<file path="config.mk">
export PLATFORM = sky130hd
export DESIGN_NAME = uart_frame_tx
export DESIGN_NICKNAME = d
export VERILOG_FILES = /design/src/rtl/utx_pkg.sv /design/src/rtl/utx_hold.sv /design/src/rtl/utx_bit_timer.sv /design/src/rtl/utx_shifter.sv /design/src/rtl/uart_frame_tx.sv
export SDC_FILE = /design/constraint.sdc
export NUM_CORES = 1
export LEC_CHECK = 0
export BUFFER_PORTS_ARGS = -buffer_cell sky130_fd_sc_hd__buf_2
export CAP_MARGIN = 20
export CORE_ASPECT_RATIO = 1.4
export CORE_MARGIN = 4
export CORE_UTILIZATION = 50
export DETAILED_ROUTE_END_ITERATION = 6
export HOLD_SLACK_MARGIN = 0.03
export PLACE_DENSITY = 0.71
export SLEW_MARGIN = 20
export SYNTH_ARGS = -nofsm -noshare
export SYNTH_HDL_FRONTEND = slang
export SYNTH_SLANG_ARGS = --single-unit
export TNS_END_PERCENT = 100
</file>
<file path="constraint.sdc">
create_clock -name clk -period 2.6 [get_ports clk]
set_input_delay 0.26 -clock clk [delete_from_list [all_inputs] [get_ports clk]]
set_output_delay 0.26 -clock clk [all_outputs]
set_load 0.01 [all_outputs]
</file>
<file path="src/rtl/utx_pkg.sv">
package utx_pkg;

  localparam int DATA_W    = 8;
  localparam int FRAME_MAX = 1 + DATA_W + 1 + 2;
  localparam int LEN_W     = $clog2(FRAME_MAX + 1);

  typedef enum logic [1:0] {
    PAR_ODD   = 2'b00,
    PAR_EVEN  = 2'b01,
    PAR_ONE   = 2'b10,
    PAR_ZERO  = 2'b11
  } par_kind_e;

  typedef struct packed {
    logic [1:0] wlen;
    logic       stop2;
    logic       par_en;
    par_kind_e  par_kind;
  } fmt_t;

  function automatic logic [LEN_W-1:0] data_bits(logic [1:0] wlen);
    return LEN_W'(5) + LEN_W'(wlen);
  endfunction

  function automatic logic [DATA_W-1:0] mask_data(logic [DATA_W-1:0] d, logic [1:0] wlen);
    logic [DATA_W-1:0] m;
    m = {DATA_W{1'b1}} >> (2'd3 - wlen);
    return d & m;
  endfunction

  function automatic logic parity_bit(logic [DATA_W-1:0] md, par_kind_e k);
    logic p;
    case (k)
      PAR_ODD:  p = ~(^md);
      PAR_EVEN: p = ^md;
      PAR_ONE:  p = 1'b1;
      default:  p = 1'b0;
    endcase
    return p;
  endfunction

  function automatic logic [LEN_W-1:0] frame_len(fmt_t f);
    return LEN_W'(2) + data_bits(f.wlen) + LEN_W'(f.par_en) + LEN_W'(f.stop2);
  endfunction

  function automatic logic [FRAME_MAX-1:0] build_frame(logic [DATA_W-1:0] d, fmt_t f);
    logic [FRAME_MAX-1:0] fr;
    logic [DATA_W-1:0]    md;
    logic [LEN_W-1:0]     n;
    md = mask_data(d, f.wlen);
    n  = data_bits(f.wlen);
    fr = {FRAME_MAX{1'b1}};
    fr[0] = 1'b0;
    for (int i = 0; i < DATA_W; i++) begin
      if (LEN_W'(i) < n) fr[i+1] = md[i];
    end
    if (f.par_en) fr[n + LEN_W'(1)] = parity_bit(md, f.par_kind);
    return fr;
  endfunction

endpackage

</file>
<file path="src/rtl/utx_hold.sv">
module utx_hold #(
  parameter int W = 8
) (
  input  logic         clk,
  input  logic         rst_n,
  input  logic         push,
  input  logic         pop,
  input  logic [W-1:0] din,
  output logic         full,
  output logic [W-1:0] dout
);
  always_ff @(posedge clk) begin
    if (!rst_n) begin
      full <= 1'b0;
      dout <= '0;
    end else if (push) begin
      full <= 1'b1;
      dout <= din;
    end else if (pop) begin
      full <= 1'b0;
    end
  end
endmodule

</file>
<file path="src/rtl/utx_bit_timer.sv">
module utx_bit_timer #(
  parameter int TICKS = 16
) (
  input  logic clk,
  input  logic rst_n,
  input  logic clear,
  input  logic run,
  input  logic tick,
  output logic bit_end
);
  localparam int CW = (TICKS > 1) ? $clog2(TICKS) : 1;

  logic [CW-1:0] cnt;

  assign bit_end = run & tick & (cnt == CW'(TICKS - 1));

  always_ff @(posedge clk) begin
    if (!rst_n)          cnt <= '0;
    else if (clear)      cnt <= '0;
    else if (run & tick) cnt <= bit_end ? '0 : cnt + CW'(1);
  end
endmodule

</file>
<file path="src/rtl/utx_shifter.sv">
module utx_shifter
  import utx_pkg::*;
(
  input  logic                 clk,
  input  logic                 rst_n,
  input  logic                 load,
  input  logic [FRAME_MAX-1:0] frame,
  input  logic [LEN_W-1:0]     len,
  input  logic                 bit_end,
  output logic                 busy,
  output logic                 line
);
  logic [FRAME_MAX-1:0] sh;
  logic [LEN_W-1:0]     left;
  logic                 last_bit;

  assign last_bit = busy & (left == LEN_W'(1));
  assign line     = busy ? sh[0] : 1'b1;

  always_ff @(posedge clk) begin
    if (!rst_n) begin
      sh   <= '1;
      left <= '0;
      busy <= 1'b0;
    end else if (load) begin
      sh   <= frame;
      left <= len;
      busy <= 1'b1;
    end else if (busy & bit_end) begin
      sh   <= {1'b1, sh[FRAME_MAX-1:1]};
      left <= left - LEN_W'(1);
      if (last_bit) busy <= 1'b0;
    end
  end
endmodule

</file>
<file path="src/rtl/uart_frame_tx.sv">
module uart_frame_tx
  import utx_pkg::*;
#(
  parameter int TICKS_PER_BIT = 16
) (
  input  logic              clk,
  input  logic              rst_n,
  input  logic              baud_tick,
  input  logic              in_valid,
  input  logic [DATA_W-1:0] in_data,
  output logic              in_ready,
  input  logic              xmit_en,
  input  logic              brk_force,
  input  logic [1:0]        word_len,
  input  logic              two_stop,
  input  logic              par_on,
  input  logic [1:0]        par_mode,
  output logic              txd,
  output logic              hold_empty,
  output logic              tx_empty
);
  fmt_t              fmt;
  logic              hold_full;
  logic [DATA_W-1:0] hold_data;
  logic              accept;
  logic              ld_go;
  logic              sh_busy;
  logic              sh_line;
  logic              bit_end;
  logic              txd_q;

  assign fmt.wlen     = word_len;
  assign fmt.stop2    = two_stop;
  assign fmt.par_en   = par_on;
  assign fmt.par_kind = par_kind_e'(par_mode);

  assign accept = in_valid & ~hold_full;
  assign ld_go  = hold_full & ~sh_busy & xmit_en;

  utx_hold #(.W(DATA_W)) u_hold (
    .clk  (clk),
    .rst_n(rst_n),
    .push (accept),
    .pop  (ld_go),
    .din  (in_data),
    .full (hold_full),
    .dout (hold_data)
  );

  utx_bit_timer #(.TICKS(TICKS_PER_BIT)) u_timer (
    .clk    (clk),
    .rst_n  (rst_n),
    .clear  (ld_go),
    .run    (sh_busy),
    .tick   (baud_tick),
    .bit_end(bit_end)
  );

  utx_shifter u_shift (
    .clk    (clk),
    .rst_n  (rst_n),
    .load   (ld_go),
    .frame  (build_frame(hold_data, fmt)),
    .len    (frame_len(fmt)),
    .bit_end(bit_end),
    .busy   (sh_busy),
    .line   (sh_line)
  );

  always_ff @(posedge clk) begin
    if (!rst_n) txd_q <= 1'b1;
    else        txd_q <= brk_force ? 1'b0 : sh_line;
  end

  assign txd        = txd_q;
  assign in_ready   = ~hold_full;
  assign hold_empty = ~hold_full;
  assign tx_empty   = ~hold_full & ~sh_busy;
endmodule

</file>
==> summary.md, run 1 <==
| Metric | Value |
|---|---|
| Max IR drop VDD | between 0.3 and 0.4 mV |
| Worst Hold Path EP | txd$_SDFF_PN1_ |
| Share of the cycle needed by the critical path after routing | 0.787 |
| Outcome | complete, no violations |
| Synthesized instance count | 213 |
| Seq cells post-synth | 31 |
| Skew final | approximately 0.0047 ns |
| DRC Markers | 0 |
| Crit end category | flop |
| Leading area contributor after synthesis | dfxtp_1 |
| Pin slew with the least headroom to its limit | 0.439 ns |
| Drt wl/cell | around 13 um |
| Post-CTS setup buffer count | 0 |
| Maxcap violations | 0 |
| GP Congestion | 0.807 |
| Vias in the first global route | 1,513 |
| Ys Warns | 0 |
| Slew headroom | 0.699 |
| Largest cells by area after synthesis | dfxtp_1 (35%), ha_1 (9.1%), nand2_1 (6.9%) |
| Reg-to-Reg Start | u_hold.dout[5]$_SDFFE_PN0P_ |
| Full die area | 0.00460 sq mm |
| N_diodes | 0 |
| Post-route ant nets | 0 |
| Drt first-iter violations | slightly above 40 |
| Worst Hold Class | input pin to flop |
| Post-DP Area | 0.00195 sq mm |
| Fraction of layout cells with a size suffix above 1 | 0.158 |
| H-tree Lvls | 2 |
| Post-DP HPWL | 2.74 mm |
| CP startpoint kind | input pin |
| Sequential-to-total area share from yosys stat | 0.348 |
| Fin area | roughly 0.002 sq mm |
| Clock Latency Late Sink | between 0.2 and 0.3 ns |
| P&R area growth vs syn | 14.7% |
| Final min period | 2.04 ns |
| Die Wd | 58.5 um |
| Routed WL | ~3.6 mm |
| Cell row count | 25 |
| Syn nets | 247 |
| Final-report hold violation count | 0 |
| Post-CTS Hold Buffers | 0 |
| Vias/cell | 5.40 |
| P per Cell Area | 548 mW/mm^2 |
| Leakage | 0.000926 uW |
| TritonCTS Sinks | 31 |
| Syn Area/Cell | around 8.4 sq um |
| Largest stage delay, worst path | 0.46 ns |
| Starting Density | 0.523 |
| Storage element area | 621 sq um |
| Cells on Worst Hold Path | 2 |
| Cts bufs inserted | 5 |
| CP cell instances | buf_2, inv_1, ha_1, nor2b_1, xnor2_1, xnor2_1, mux2i_1, mux2i_1, a41oi_1 |
| PortBufs | 23 |
| FMAX | 489 MHz |
| Root Driver | clkbuf_8 |
| Mapped Area | 0.00178 sq mm |
| Setup TNS | 0 ns |
| Flop-to-flop setup slack | 0.69 ns |
| Slowest-stage cell, CP | mux2i_1 |
| Dominant synthesized flop cell | dfxtp_1 |
| Max-slew violation count | 0 |
| Worst-case reg-to-reg path depth | 6 |
| First-pass GRT wire length | ~6.6 mm |
| Final setup vio count | 0 |
| Nets | approximately 270 |
| Crit path kind | input pin to flop |
| GRT Total Usage | 0.188 |
| First-pass detailed-route iteration total | 4 |
| CTS tree | yes |
| Fill cells | 317 |
| Largest net degree at the start of global routing | 22 |
| Number of flops mapped to enable cells by yosys | 0 |
| Yosys top cell area share | 0.348 |
| Worst path arrival time | 2.19 ns |
| Via count of the routed design | 1,511 |
| Clock slew seen by the registers of the worst setup and hold paths | around 0.06 ns |
| Buffers & Inverters on Critical Path | 2 |
| FFs w/ async S/R, synth | 0 |
| Distinct cells, synth | 36 |
| HP Start | brk_force |
| Grt total ovfl | 0 |
| Multi-input gate area | 0.00108 sq mm |
| Core area | about 0.0034 sq mm |
| Initial antenna violation count | 0 |
| Worst path top cell family by delay | multiplexers |
| Post-synth top cells | nand2_1 (33), dfxtp_1 (31), nor2_1 (14), ha_1 (13), nor2b_1 (13) |
| RR Endpoint | u_shift.sh[6]$_SDFFE_PN1P_ |
| CTS max path bufs | 2 |
| Cell with the most instances after synthesis | nand2_1 |
| Post-CTS resize count | 0 |
| IO Pins | 24 |
| Die H | 78.7 um |
| Setup WS pre-CTS | approximately 0.26 ns |
| Critical Path RT | 2.75 ns |
| Maximum fanout along the worst path | 5 |
| RSZ-0062 raised after global routing | false |
| Final worst slack | 0.555 ns |
[layer usage]
metal  routed length, um  share of wire  global-route usage  vias up
li1                    -              -                   -      774
met1                1510           0.42               0.209      691
met2                1850           0.51               0.320       33
met3                 153          0.042              0.0296       13
met4                 114          0.031               0.121        0
met5                   0              0                   0        -
[per-stage QoR]
stage                     instances  power, uW  utilization  hold WS (ns)
after global placement          272        716        0.571         0.459
final                           280       1120        0.600         0.166
after detailed placement        272        719        0.571         0.468
after global routing            280       1190        0.600         0.168
after CTS                       280       1130        0.600         0.163
after floorplan                 213        660            -         0.372
[logic make-up after synthesis]
group                      Yosys count  synth area share
muxes                               12            0.0674
xor gates and xnor gates            14            0.0730
DFF                                 31             0.348
adders and majority gates           14             0.102
and+or+nand+nor                     85             0.228
AOI/OAI and AO/OA                   38             0.138
buffers and inverters               19            0.0435
[worst reg2reg max path, delay by kind of cell (launching register included)]
| kind | cells | cell delay [ns] |
|---|---|---|
| xor+xnor | 2 | 0.30 |
| flops | 1 | 0.35 |
| compound gates | 1 | 0.17 |
| simple gates | 1 | 0.17 |
| mux | 2 | 0.78 |
[placed cells by master (no fill, tap or decap), drive strengths merged, types with 4 or more instances in the layout]
cell | Yosys | layout
nand3 | 5 | 5
xor2 | 5 | 5
mux2i | 12 | 12
dfxtp | 31 | 31
o21ai | 12 | 12
ha | 13 | 13
a21oi | 10 | 10
nor2b | 13 | 13
and3 | 6 | 6
inv | 10 | 10
buf | 3 | 28
nor2 | 15 | 15
clkbuf | 6 | 8
and2 | 4 | 4
nand2 | 33 | 33
xnor2 | 9 | 9
[where the power goes]
part           leakage (uW)  switching [uW]  internal (uW)
combinational      0.000621            98.6           86.3
sequential         0.000254            20.4            502
clock             0.0000515             172            241
total              0.000926             291            829
[registers in the layout (all words and copies together), names as in the netlist]
name          count
u_shift.left      4
u_timer.cnt       4
u_hold.dout       8
u_hold.full       1
u_shift.busy      1
u_shift.sh       12
txd               1
[layout make-up]
cell class / instances / share of cell area
Sequential cell: 31 / 0.303
Timing Repair Buffer: 28 / 0.0746
Tap cell: 40 / 0.0245
Inverter: 10 / 0.0183
Clock buffer: 8 / 0.0489
Multi-Input combinational cell: 163 / 0.530
[worst max-delay path by stage]
stage / slack (ns) / end / from / depth (start not counted)
floorplan: 0.67 / u_shift.sh[6]$_SDFFE_PN1P_ / word_len[0] / 8
detailed placement: 0.26 / u_shift.sh[9]$_SDFFE_PN1P_ / word_len[0] / 9
global route: 0.32 / u_shift.sh[9]$_SDFFE_PN1P_ / word_len[0] / 9
global placement: 0.32 / u_shift.sh[9]$_SDFFE_PN1P_ / word_len[0] / 9
finish: 0.56 / u_shift.sh[6]$_SDFFE_PN1P_ / word_len[0] / 9
CTS: 0.55 / u_shift.sh[6]$_SDFFE_PN1P_ / word_len[0] / 9
Note: power is estimated with default switching activity, not from simulation.
==> inputs of run 2 (changes only) <==
==> constraint.sdc (replaced) <==
create_clock -name clk -period 2 [get_ports clk]
set_input_delay 0.2 -clock clk [delete_from_list [all_inputs] [get_ports clk]]
set_output_delay 0.2 -clock clk [all_outputs]
set_load 0.01 [all_outputs]
==> run 2 against run 1 <==
Routed wire length rose by 2.9%. Die area stayed put. Final cell count increased by 2.1%. Clock skew grew 0.0010 ns. Worst setup slack got worse by 0.33 ns. Sequential share of layout area down 0.58 points. Via count decreased by 0.33%. Clock power grew 19%. First-iteration DRC count grew 20%. Global-route usage rose by 0.17 points.
==> summary.md, run 2 (synthesis gave the netlist of run 1 again) <==
| Metric | Value |
|---|---|
| Outcome | complete, no violations |
| Clock Latency Late Sink | 0.28 ns |
| Drt first-iter violations | slightly below 50 |
| Grt total ovfl | 0 |
| CTS max path bufs | 2 |
| Largest regs | u_shift.sh (12), u_hold.dout (8) |
| Post-DP Area | between 0.0015 and 0.002 sq mm |
| P&R area growth vs syn | 17.0% |
| H-tree Lvls | 2 |
| Commonest non-fill, non-tap cell in the layout | nand2_1 |
| Skew final | between 0.005 and 0.006 ns |
| Multi-input gate area | 0.00108 sq mm |
| PortBufs | 23 |
| Most frequent cells in the layout | nand2_1 (33), dfxtp_1 (31), buf_2 (23), nor2_1 (14) |
| Post-CTS resize count | 0 |
| Post-CTS Hold Buffers | 0 |
| Slowest-stage cell, CP | or2_2 |
| Worst Hold Class | input pin to flop |
| Reg with most FFs | u_shift.sh |
| CP cell instances | ha_1, nand3_1, or2_2, nor2_1, o21ai_0, o31ai_1, a21oi_1 |
| Setup WS pre-CTS | 0.000438 ns |
| Vias/cell | approximately 5.3 |
| Initial antenna violation count | 0 |
| DRC Markers | 0 |
| Post-CTS setup buffer count | 0 |
| Fin area | around 0.0021 sq mm |
| Max-slew violation count | 0 |
| Placed cell count | 279 |
| Storage element area | 621 sq um |
| Slew headroom | 0.739 |
| GP Congestion | 0.800 |
| IO Pins | 24 |
| Max FFs per register | 12 |
| Setup TNS | 0 ns |
| Largest net degree at the start of global routing | 21 |
| Vias in the first global route | 1,451 |
| CP startpoint kind | flop |
| Via count of the routed design | 1,506 |
| Fraction of layout cells with a size suffix above 1 | 0.183 |
| First-pass GRT wire length | 6.60 mm |
| Maximum fanout along the worst path | 13 |
| Drt wl/cell | 13.0 um |
| Share of the cycle needed by the critical path after routing | 0.888 |
| Largest stage delay, worst path | 0.41 ns |
| GRT Total Usage | 0.189 |
| N_diodes | 0 |
| Pin slew with the least headroom to its limit | 0.381 ns |
| Post-route ant nets | 0 |
| Post-DP HPWL | 2.81 mm |
| Full die area | about 0.0046 sq mm |
| FMAX | 563 MHz |
| RSZ-0062 raised after global routing | false |
| Final-report hold violation count | 0 |
| Die H | 78.7 um |
| Final cell count without fillers | 286 |
| Routed WL | approximately 3.7 mm |
| Core area | 0.00341 sq mm |
| Clock slew seen by the registers of the worst setup and hold paths | approximately 0.06 ns |
| First-pass detailed-route iteration total | 4 |
| Cts bufs inserted | 5 |
| Nets | 280 |
| Worst path arrival time | 1.94 ns |
| Crit path kind | flop to flop |
| Root Driver | clkbuf_8 |
| Critical Path RT | around 2.2 ns |
| Die Wd | 58.5 um |
| Final worst slack | 0.224 ns |
| CTS tree | yes |
| Final setup vio count | 0 |
| Leakage | 0.000956 uW |
| Worst hold slack | 0.111 ns |
| TritonCTS Sinks | 31 |
| Fill cells | between 300 and 400 |
| Maxcap violations | 0 |
| Max IR drop VDD | 0.549 mV |
| Cell row count | 25 |
| Crit end category | flop |
| P per Cell Area | 684 mW/mm^2 |
| Starting Density | 0.523 |
| Final min period | 1.78 ns |
run 2: path summary, 6_finish.rpt:
check	start	end	slack, ns	cells after the start
max	u_timer.cnt[0]$_SDFFE_PP0P_	u_shift.sh[4]$_SDFFE_PN1P_	0.22	7
min	brk_force	txd$_SDFF_PN1_	0.11	2
max reg2reg	u_timer.cnt[0]$_SDFFE_PP0P_	u_shift.sh[4]$_SDFFE_PN1P_	0.22	7
min reg2reg	u_timer.cnt[1]$_SDFFE_PP0P_	u_timer.cnt[1]$_SDFFE_PP0P_	0.50	2
run 2: through the flow:
stage               utilization  total power (uW)
detailed placement        0.586               949
finish                    0.612              1430
global route              0.612              1520
floorplan                     -               857
global placement          0.586               947
CTS                       0.612              1450
run 2: area by class of cell:
| type | instances | area share |
|---|---|---|
| sequential | 31 | 0.298 |
| tap | 40 | 0.0240 |
| multi-input combinational | 163 | 0.520 |
| clock inverter | 1 | 0.00240 |
| timing repair buffer | 35 | 0.0984 |
| inverter | 10 | 0.0180 |
| clock buffer | 6 | 0.0396 |
run 2: power breakdown:
| group | total (uW) | switching (uW) | internal [uW] |
|---|---|---|---|
| registers | 679 | 26.0 | 653 |
| clock network | 492 | 223 | 269 |
| logic | 257 | 132 | 125 |
run 2: worst max-delay path: cells and delay by family (launching register included):
| kind | cells | cell delay [ns] |
|---|---|---|
| AOI/OAI and AO/OA | 3 | 0.41 |
| adders and majority gates | 1 | 0.19 |
| and+or+nand+nor | 3 | 0.67 |
| DFF | 1 | 0.37 |
run 2: per-layer routing:
metal,global-route usage,wire (um)
met1,0.228,1580
met5,0,0
met4,0.0951,112
met2,0.303,1840
met3,0.0510,191
